[src/rtl/twi_pkg.sv]
package twi_pkg;

  typedef enum logic [3:0] {
    ST_IDLE,
    ST_ADDR,
    ST_AACK_W,
    ST_AACK_H,
    ST_WR,
    ST_WACK_W,
    ST_WACK_H,
    ST_RD,
    ST_RACK_W,
    ST_RACK_S,
    ST_RLOAD,
    ST_SKIP
  } twi_state_e;

endpackage

[src/rtl/twi_pin_sync.sv]
module twi_pin_sync #(
  parameter int N_LINES = 2,
  parameter int STAGES  = 2
) (
  input  logic               clk,
  input  logic               rst,
  input  logic [N_LINES-1:0] d,
  output logic [N_LINES-1:0] q
);

  for (genvar i = 0; i < N_LINES; i++) begin : g_line
    logic [STAGES-1:0] chain;
    always_ff @(posedge clk) begin
      if (rst) chain <= '1;
      else     chain <= {chain[STAGES-2:0], d[i]};
    end
    assign q[i] = chain[STAGES-1];
  end

endmodule

[src/rtl/twi_bus_events.sv]
module twi_bus_events (
  input  logic clk,
  input  logic rst,
  input  logic scl_s,
  input  logic sda_s,
  output logic scl_rise,
  output logic scl_fall,
  output logic start_ev,
  output logic stop_ev
);

  logic scl_p, sda_p;

  always_ff @(posedge clk) begin
    if (rst) begin
      scl_p <= 1'b1;
      sda_p <= 1'b1;
    end else begin
      scl_p <= scl_s;
      sda_p <= sda_s;
    end
  end

  assign scl_rise = scl_s & ~scl_p;
  assign scl_fall = ~scl_s & scl_p;
  assign start_ev = scl_s & scl_p & sda_p & ~sda_s;
  assign stop_ev  = scl_s & scl_p & ~sda_p & sda_s;

endmodule

[src/rtl/twi_slave_fsm.sv]
module twi_slave_fsm
  import twi_pkg::*;
#(
  parameter int AW    = 8,
  parameter int DW    = 8,
  parameter int DEV_W = 7
) (
  input  logic             clk,
  input  logic             rst,
  input  logic [DEV_W-1:0] dev_addr,
  input  logic             scl_rise,
  input  logic             scl_fall,
  input  logic             start_ev,
  input  logic             stop_ev,
  input  logic             sda_s,
  output logic             sda_oe,
  output logic [AW-1:0]    reg_addr,
  output logic             reg_we,
  output logic [DW-1:0]    reg_wdata,
  output logic             reg_rd,
  input  logic [DW-1:0]    reg_rdata
);

  localparam int CNT_W = $clog2(DW);
  localparam logic [CNT_W-1:0] LAST_BIT = CNT_W'(DW - 1);

  twi_state_e       state;
  logic [CNT_W-1:0] cnt;
  logic [DW-1:0]    sh;
  logic [DW-1:0]    tx;
  logic [DW-1:0]    tx_buf;
  logic [AW-1:0]    ptr;
  logic             rw;
  logic             sel;
  logic             first_wr;
  logic             rd_d;

  assign reg_addr = ptr;

  always_ff @(posedge clk) begin
    if (rst) begin
      state     <= ST_IDLE;
      cnt       <= '0;
      sh        <= '0;
      tx        <= '1;
      tx_buf    <= '0;
      ptr       <= '0;
      rw        <= 1'b0;
      sel       <= 1'b0;
      first_wr  <= 1'b0;
      rd_d      <= 1'b0;
      sda_oe    <= 1'b0;
      reg_we    <= 1'b0;
      reg_wdata <= '0;
      reg_rd    <= 1'b0;
    end else begin
      reg_we <= 1'b0;
      reg_rd <= 1'b0;
      rd_d   <= reg_rd;
      if (rd_d)   tx_buf <= reg_rdata;
      if (reg_we) ptr    <= ptr + 1'b1;

      if (stop_ev) begin
        if (sel) ptr <= '0;
        sel    <= 1'b0;
        sda_oe <= 1'b0;
        state  <= ST_IDLE;
      end else if (start_ev) begin
        cnt    <= '0;
        sda_oe <= 1'b0;
        state  <= ST_ADDR;
      end else begin
        case (state)
          ST_ADDR: if (scl_rise) begin
            sh  <= {sh[DW-2:0], sda_s};
            cnt <= cnt + 1'b1;
            if (cnt == LAST_BIT) begin
              if (sh[DEV_W-1:0] == dev_addr) begin
                sel      <= 1'b1;
                rw       <= sda_s;
                first_wr <= 1'b1;
                state    <= ST_AACK_W;
              end else begin
                sel   <= 1'b0;
                state <= ST_SKIP;
              end
            end
          end
          ST_AACK_W: if (scl_fall) begin
            sda_oe <= 1'b1;
            if (rw) reg_rd <= 1'b1;
            state  <= ST_AACK_H;
          end
          ST_AACK_H: if (scl_fall) begin
            cnt <= '0;
            if (rw) begin
              tx     <= tx_buf;
              sda_oe <= ~tx_buf[DW-1];
              state  <= ST_RD;
            end else begin
              sda_oe <= 1'b0;
              state  <= ST_WR;
            end
          end
          ST_WR: if (scl_rise) begin
            sh  <= {sh[DW-2:0], sda_s};
            cnt <= cnt + 1'b1;
            if (cnt == LAST_BIT) begin
              if (first_wr) begin
                ptr      <= AW'({sh[DW-2:0], sda_s});
                first_wr <= 1'b0;
              end else begin
                reg_we    <= 1'b1;
                reg_wdata <= {sh[DW-2:0], sda_s};
              end
              state <= ST_WACK_W;
            end
          end
          ST_WACK_W: if (scl_fall) begin
            sda_oe <= 1'b1;
            state  <= ST_WACK_H;
          end
          ST_WACK_H: if (scl_fall) begin
            sda_oe <= 1'b0;
            cnt    <= '0;
            state  <= ST_WR;
          end
          ST_RD: begin
            if (scl_rise) begin
              cnt <= cnt + 1'b1;
              if (cnt == LAST_BIT) state <= ST_RACK_W;
            end else if (scl_fall) begin
              tx     <= {tx[DW-2:0], 1'b1};
              sda_oe <= ~tx[DW-2];
            end
          end
          ST_RACK_W: if (scl_fall) begin
            sda_oe <= 1'b0;
            ptr    <= ptr + 1'b1;
            state  <= ST_RACK_S;
          end
          ST_RACK_S: if (scl_rise) begin
            if (!sda_s) begin
              reg_rd <= 1'b1;
              state  <= ST_RLOAD;
            end else begin
              state <= ST_SKIP;
            end
          end
          ST_RLOAD: if (scl_fall) begin
            tx     <= tx_buf;
            sda_oe <= ~tx_buf[DW-1];
            cnt    <= '0;
            state  <= ST_RD;
          end
          default: ;
        endcase
      end
    end
  end

endmodule

[src/rtl/twi_reg_slave.sv]
module twi_reg_slave #(
  parameter int   AW          = 8,
  parameter int   DW          = 8,
  parameter int   DEV_W       = 7,
  parameter int   STRAP_W     = 5,
  parameter int   SYNC_STAGES = 2,
  parameter logic [DEV_W-STRAP_W-1:0] ADDR_HI = '0
) (
  input  logic               clk,
  input  logic               rst,
  input  logic [STRAP_W-1:0] strap_addr,
  input  logic               scl_in,
  input  logic               sda_in,
  output logic               sda_oe,
  output logic [AW-1:0]      reg_addr,
  output logic               reg_we,
  output logic [DW-1:0]      reg_wdata,
  output logic               reg_rd,
  input  logic [DW-1:0]      reg_rdata
);

  logic [DEV_W-1:0] dev_addr;
  logic [1:0]       lines_s;
  logic             scl_rise, scl_fall, start_ev, stop_ev;

  always_ff @(posedge clk) begin
    if (rst) dev_addr <= {ADDR_HI, strap_addr};
  end

  twi_pin_sync #(.N_LINES(2), .STAGES(SYNC_STAGES)) u_sync (
    .clk (clk),
    .rst (rst),
    .d   ({scl_in, sda_in}),
    .q   (lines_s)
  );

  twi_bus_events u_ev (
    .clk      (clk),
    .rst      (rst),
    .scl_s    (lines_s[1]),
    .sda_s    (lines_s[0]),
    .scl_rise (scl_rise),
    .scl_fall (scl_fall),
    .start_ev (start_ev),
    .stop_ev  (stop_ev)
  );

  twi_slave_fsm #(.AW(AW), .DW(DW), .DEV_W(DEV_W)) u_fsm (
    .clk       (clk),
    .rst       (rst),
    .dev_addr  (dev_addr),
    .scl_rise  (scl_rise),
    .scl_fall  (scl_fall),
    .start_ev  (start_ev),
    .stop_ev   (stop_ev),
    .sda_s     (lines_s[0]),
    .sda_oe    (sda_oe),
    .reg_addr  (reg_addr),
    .reg_we    (reg_we),
    .reg_wdata (reg_wdata),
    .reg_rd    (reg_rd),
    .reg_rdata (reg_rdata)
  );

endmodule

[config.mk]
export PLATFORM = sky130hd
export DESIGN_NAME = twi_reg_slave
export DESIGN_NICKNAME = d
export VERILOG_FILES = /design/src/rtl/twi_pkg.sv /design/src/rtl/twi_pin_sync.sv /design/src/rtl/twi_bus_events.sv /design/src/rtl/twi_slave_fsm.sv /design/src/rtl/twi_reg_slave.sv
export SDC_FILE = /design/constraint.sdc
export NUM_CORES = 1
export LEC_CHECK = 0
export ABC_AREA = 0
export BUFFER_PORTS_ARGS = -buffer_cell sky130_fd_sc_hd__buf_2
export CELL_PAD_IN_SITES_DETAIL_PLACEMENT = 0
export CELL_PAD_IN_SITES_GLOBAL_PLACEMENT = 2
export CORE_ASPECT_RATIO = 0.5
export CORE_MARGIN = 8
export CORE_UTILIZATION = 35
export CTS_BUF_LIST = sky130_fd_sc_hd__clkbuf_4 sky130_fd_sc_hd__clkbuf_8
export CTS_CLUSTER_DIAMETER = 120
export DETAILED_ROUTE_END_ITERATION = 8
export PLACE_DENSITY = 0.84
export SYNTH_ARGS = -nofsm -noshare
export SYNTH_HDL_FRONTEND = slang
export SYNTH_SLANG_ARGS = --single-unit
[constraint.sdc]
create_clock -name clk -period 2 [get_ports clk]
set_input_delay 0.3 -clock clk [delete_from_list [all_inputs] [get_ports clk]]
set_output_delay 0.3 -clock clk [all_outputs]
set_load 0.02 [all_outputs]
==> impl_metrics.env <==
export IMPL_status="completed"
export IMPL_critPathMaxStageDelay_ps=620
export IMPL_path_cells="nor2b_1 > nand4_1 > or4_1 > mux2i_1 > nor2_1"
export IMPL_startpoint="u_sync.g_line[1].chain[1]"
export IMPL_synthArstFlopShare_pct=0
export IMPL_m1WireLength_microns=3940
export IMPL_tns_ps=0
export IMPL_worstPathArrival_ps=2090
export IMPL_cts_buffer_depth=2
export IMPL_tightest_slew_ps=512
export IMPL_gp_congestion=0.845
export IMPL_areaGrowthSynthToFinish_pct=17.9
export IMPL_critPathLaunchType="flop"
export IMPL_synth_edf_count=5
export IMPL_firstDrtPassIters=4
export IMPL_period_share_pct=92.5
export IMPL_routed_wl_microns=8480
export IMPL_maxCapViolCount=0
export IMPL_grt_max_degree=45
export IMPL_worstHoldEndpoint="dev_addr[2]"
export IMPL_worstSetupPathType="flop to flop"
export IMPL_met3_length_microns=350
export IMPL_rsz0062_at_grt="no"
export IMPL_syn_inst=371
export IMPL_seq_area_frac_synth_pct=39.1
export IMPL_hold_path_class="input pin to flop"
export IMPL_clk_latency_ps=340
export IMPL_max_slew_margin_pct=65.8
export IMPL_hold_viol_final=0
export IMPL_ys_ff_latch=63
export IMPL_min_from="strap_addr[2]"
export IMPL_yosys_warnings=0
export IMPL_syn_cell_area_sq_um=3360
export IMPL_topRoutingLayerUsed="met4"
export IMPL_critPathMaxFanout=11
export IMPL_dpl_hpwl_microns=6120
export IMPL_max_freq_ghz=0.540
export IMPL_postSynthAreaPerCell_sq_um=9.05
export IMPL_hold_buffers=0
export IMPL_synth_area_leader_cell="dfxtp_1"
export IMPL_reg2reg_to="u_fsm.rw"
export IMPL_die_y_microns=85.2
export IMPL_clock_skew_ps=9.60
export IMPL_synth_top_area_share_pct=34.6
export IMPL_wl_per_cell_microns=15.7
export IMPL_layout_setup_ws_ps=149
export IMPL_ant_nets=0
export IMPL_synthTopCellsByCount="dfxtp_1, nor2_1, mux2i_1"
export IMPL_worstSetupEndpointType="flop"
export IMPL_vias=2874
export IMPL_ys_flop_type="dfxtp_1"
export IMPL_core_sq_um=9380
export IMPL_cts_buffers=9
export IMPL_die_area_sq_um=13200
export IMPL_synth_nets=391
export IMPL_setup_viol_count_final=0
export IMPL_required_ps=2230
export IMPL_grt_pass1_wl_microns=14300
export IMPL_vias_per_cell=5.32
export IMPL_synth_distinct_cells=74
export IMPL_place_ws_ps=77.9
export IMPL_root_buffer="clkbuf_8"
export IMPL_synth_most_common_cell="dfxtp_1"
export IMPL_fp_dieW_microns=154
export IMPL_wl_met2_microns=4080
export IMPL_maxSlewViolCount=0
export IMPL_r2r_cells=5
export IMPL_min_period_ps=1850
export IMPL_p_leak_nw=1.52
export IMPL_start_util_pct=35.8
export IMPL_reg2reg_slack_ps=150
export IMPL_layout_nets=434
export IMPL_n_antenna_cell=0
export IMPL_drive_gt1_share_pct=24.3
export IMPL_num_io_pins=36
export IMPL_clk_pin_slew_ps=70
export IMPL_grt_overflow_total=0
export IMPL_cp_slowest_cell="or4_1"
export IMPL_whs_path_depth=1
export IMPL_drt_iter0_markers=96
export IMPL_drc_errors=0
export IMPL_irDropWorstVdd_mv=0.289
export IMPL_antenna_found_initial=0
export IMPL_cts_tree="yes"
export IMPL_grt_total_usage_pct=13.3
export IMPL_synthTopCellsByArea="dfxtp_1, mux2i_1, nor2_1"
export IMPL_grt_pass1_vias=2896
export IMPL_portBuffers=35
export IMPL_power_density_nw_per_um2=901
export IMPL_crit_reg2reg_launch="u_sync.g_line[1].chain[1]"
export IMPL_htree_levels=3
export IMPL_cts_num_sinks=63
export IMPL_row_count=25
[through the flow]
stage / instances / cell area, sq um / power (mW) / hold WS [ps] / util [%]
floorplan: 371 / 3360 / 2.17 / 389 / -
global placement: 522 / 3720 / 2.43 / 391 / 39.6
detailed placement: 522 / 3720 / 2.44 / 398 / 39.6
CTS: 538 / 3910 / 3.55 / 108 / 41.7
global route: 540 / 3960 / 3.76 / 103 / 42.1
finish: 540 / 3960 / 3.56 / 132 / 42.1
[worst max-delay path: cells and delay by family (launching register included)]
kind	cells	cell delay (ps)
flip-flops	1	490
AND/OR/NAND/NOR	4	1070
multiplexers	1	180
[cells in the final DEF (no fill, tap or decap), types with 3 or more instances in the layout]
cell,n
nor3b_1,4
nand2_1,22
a21o_1,5
buf_4,21
nor2_1,48
o221ai_1,4
edfxtp_1,5
clkinvlp_4,3
a211oi_1,4
inv_1,3
nor2b_1,7
or2_2,7
o211ai_1,7
buf_2,35
or3_1,4
a32oi_1,3
o21ai_0,8
and2_1,3
nand4_1,6
dfxtp_1,54
xor2_1,10
o22ai_1,4
nand2b_1,5
clkbuf_8,9
a21oi_1,21
dfxtp_2,4
a211o_1,8
xnor2_1,10
mux2i_1,25
nor3_1,7
[area by class of cell]
class	count	area [sq um]
Sequential cell	63	1320
Multi-Input combinational cell	279	1930
Clock inverter	6	61.3
Timing Repair Buffer	57	353
Tap cell	121	151
Clock buffer	10	131
Inverter	4	15.0
Fill cell	943	5430
[worst max path at each step]
stage | end | slack (ps)
5_1_grt | u_fsm.rw | 20
3_3_place_gp | u_fsm.state[0] | 100
2_1_floorplan | u_fsm.reg_wdata[0] | 270
3_5_place_dp | u_fsm.state[0] | 80
6_report | u_fsm.rw | 150
4_1_cts | u_fsm.state[0] | 50
[flip-flops by register name (all words and copies together) (netlist names), 3 cells and up]
| register | count |
|---|---|
| u_fsm.reg_addr | 8 |
| u_fsm.reg_wdata | 8 |
| u_fsm.tx_buf | 8 |
| u_fsm.sh | 7 |
| u_fsm.tx | 7 |
| dev_addr | 5 |
| u_fsm.state | 4 |
| u_sync.g_line.chain | 4 |
| u_fsm.cnt | 3 |
[cell families (layout without fill, tap and decap cells)]
| family | Yosys count | in the layout | share of synthesized area (%) |
|---|---|---|---|
| XOR/XNOR | 20 | 20 | 5.22 |
| buffers and inverters | 29 | 77 | 4.29 |
| flip-flops | 63 | 63 | 39.1 |
| AND/OR/NAND/NOR | 143 | 143 | 23.3 |
| adder cells (fa/ha/maj) | 3 | 3 | 1.12 |
| AO/OA/AOI/OAI | 87 | 87 | 19.2 |
| multiplexers | 26 | 26 | 7.79 |
[layer usage]
metal  vias to the layer above  global-route usage, %
li1                       1439                      -
met2                        54                   22.6
met3                        12                   3.90
met4                         0                   4.41
met5                         -                      0
met1                      1369                   16.0
[what timing repair did]
item,in CTS,in global routing
buffers inserted,0,2
gates resized for setup,0,10
setup endpoints to repair,0,9
[where the power goes]
group	internal, mW	switching, mW
logic	0.479	0.585
registers	1.32	0.0807
clock network	0.583	0.516
total	2.38	1.18
No activity file was read; power rests on OpenSTA's default activity.
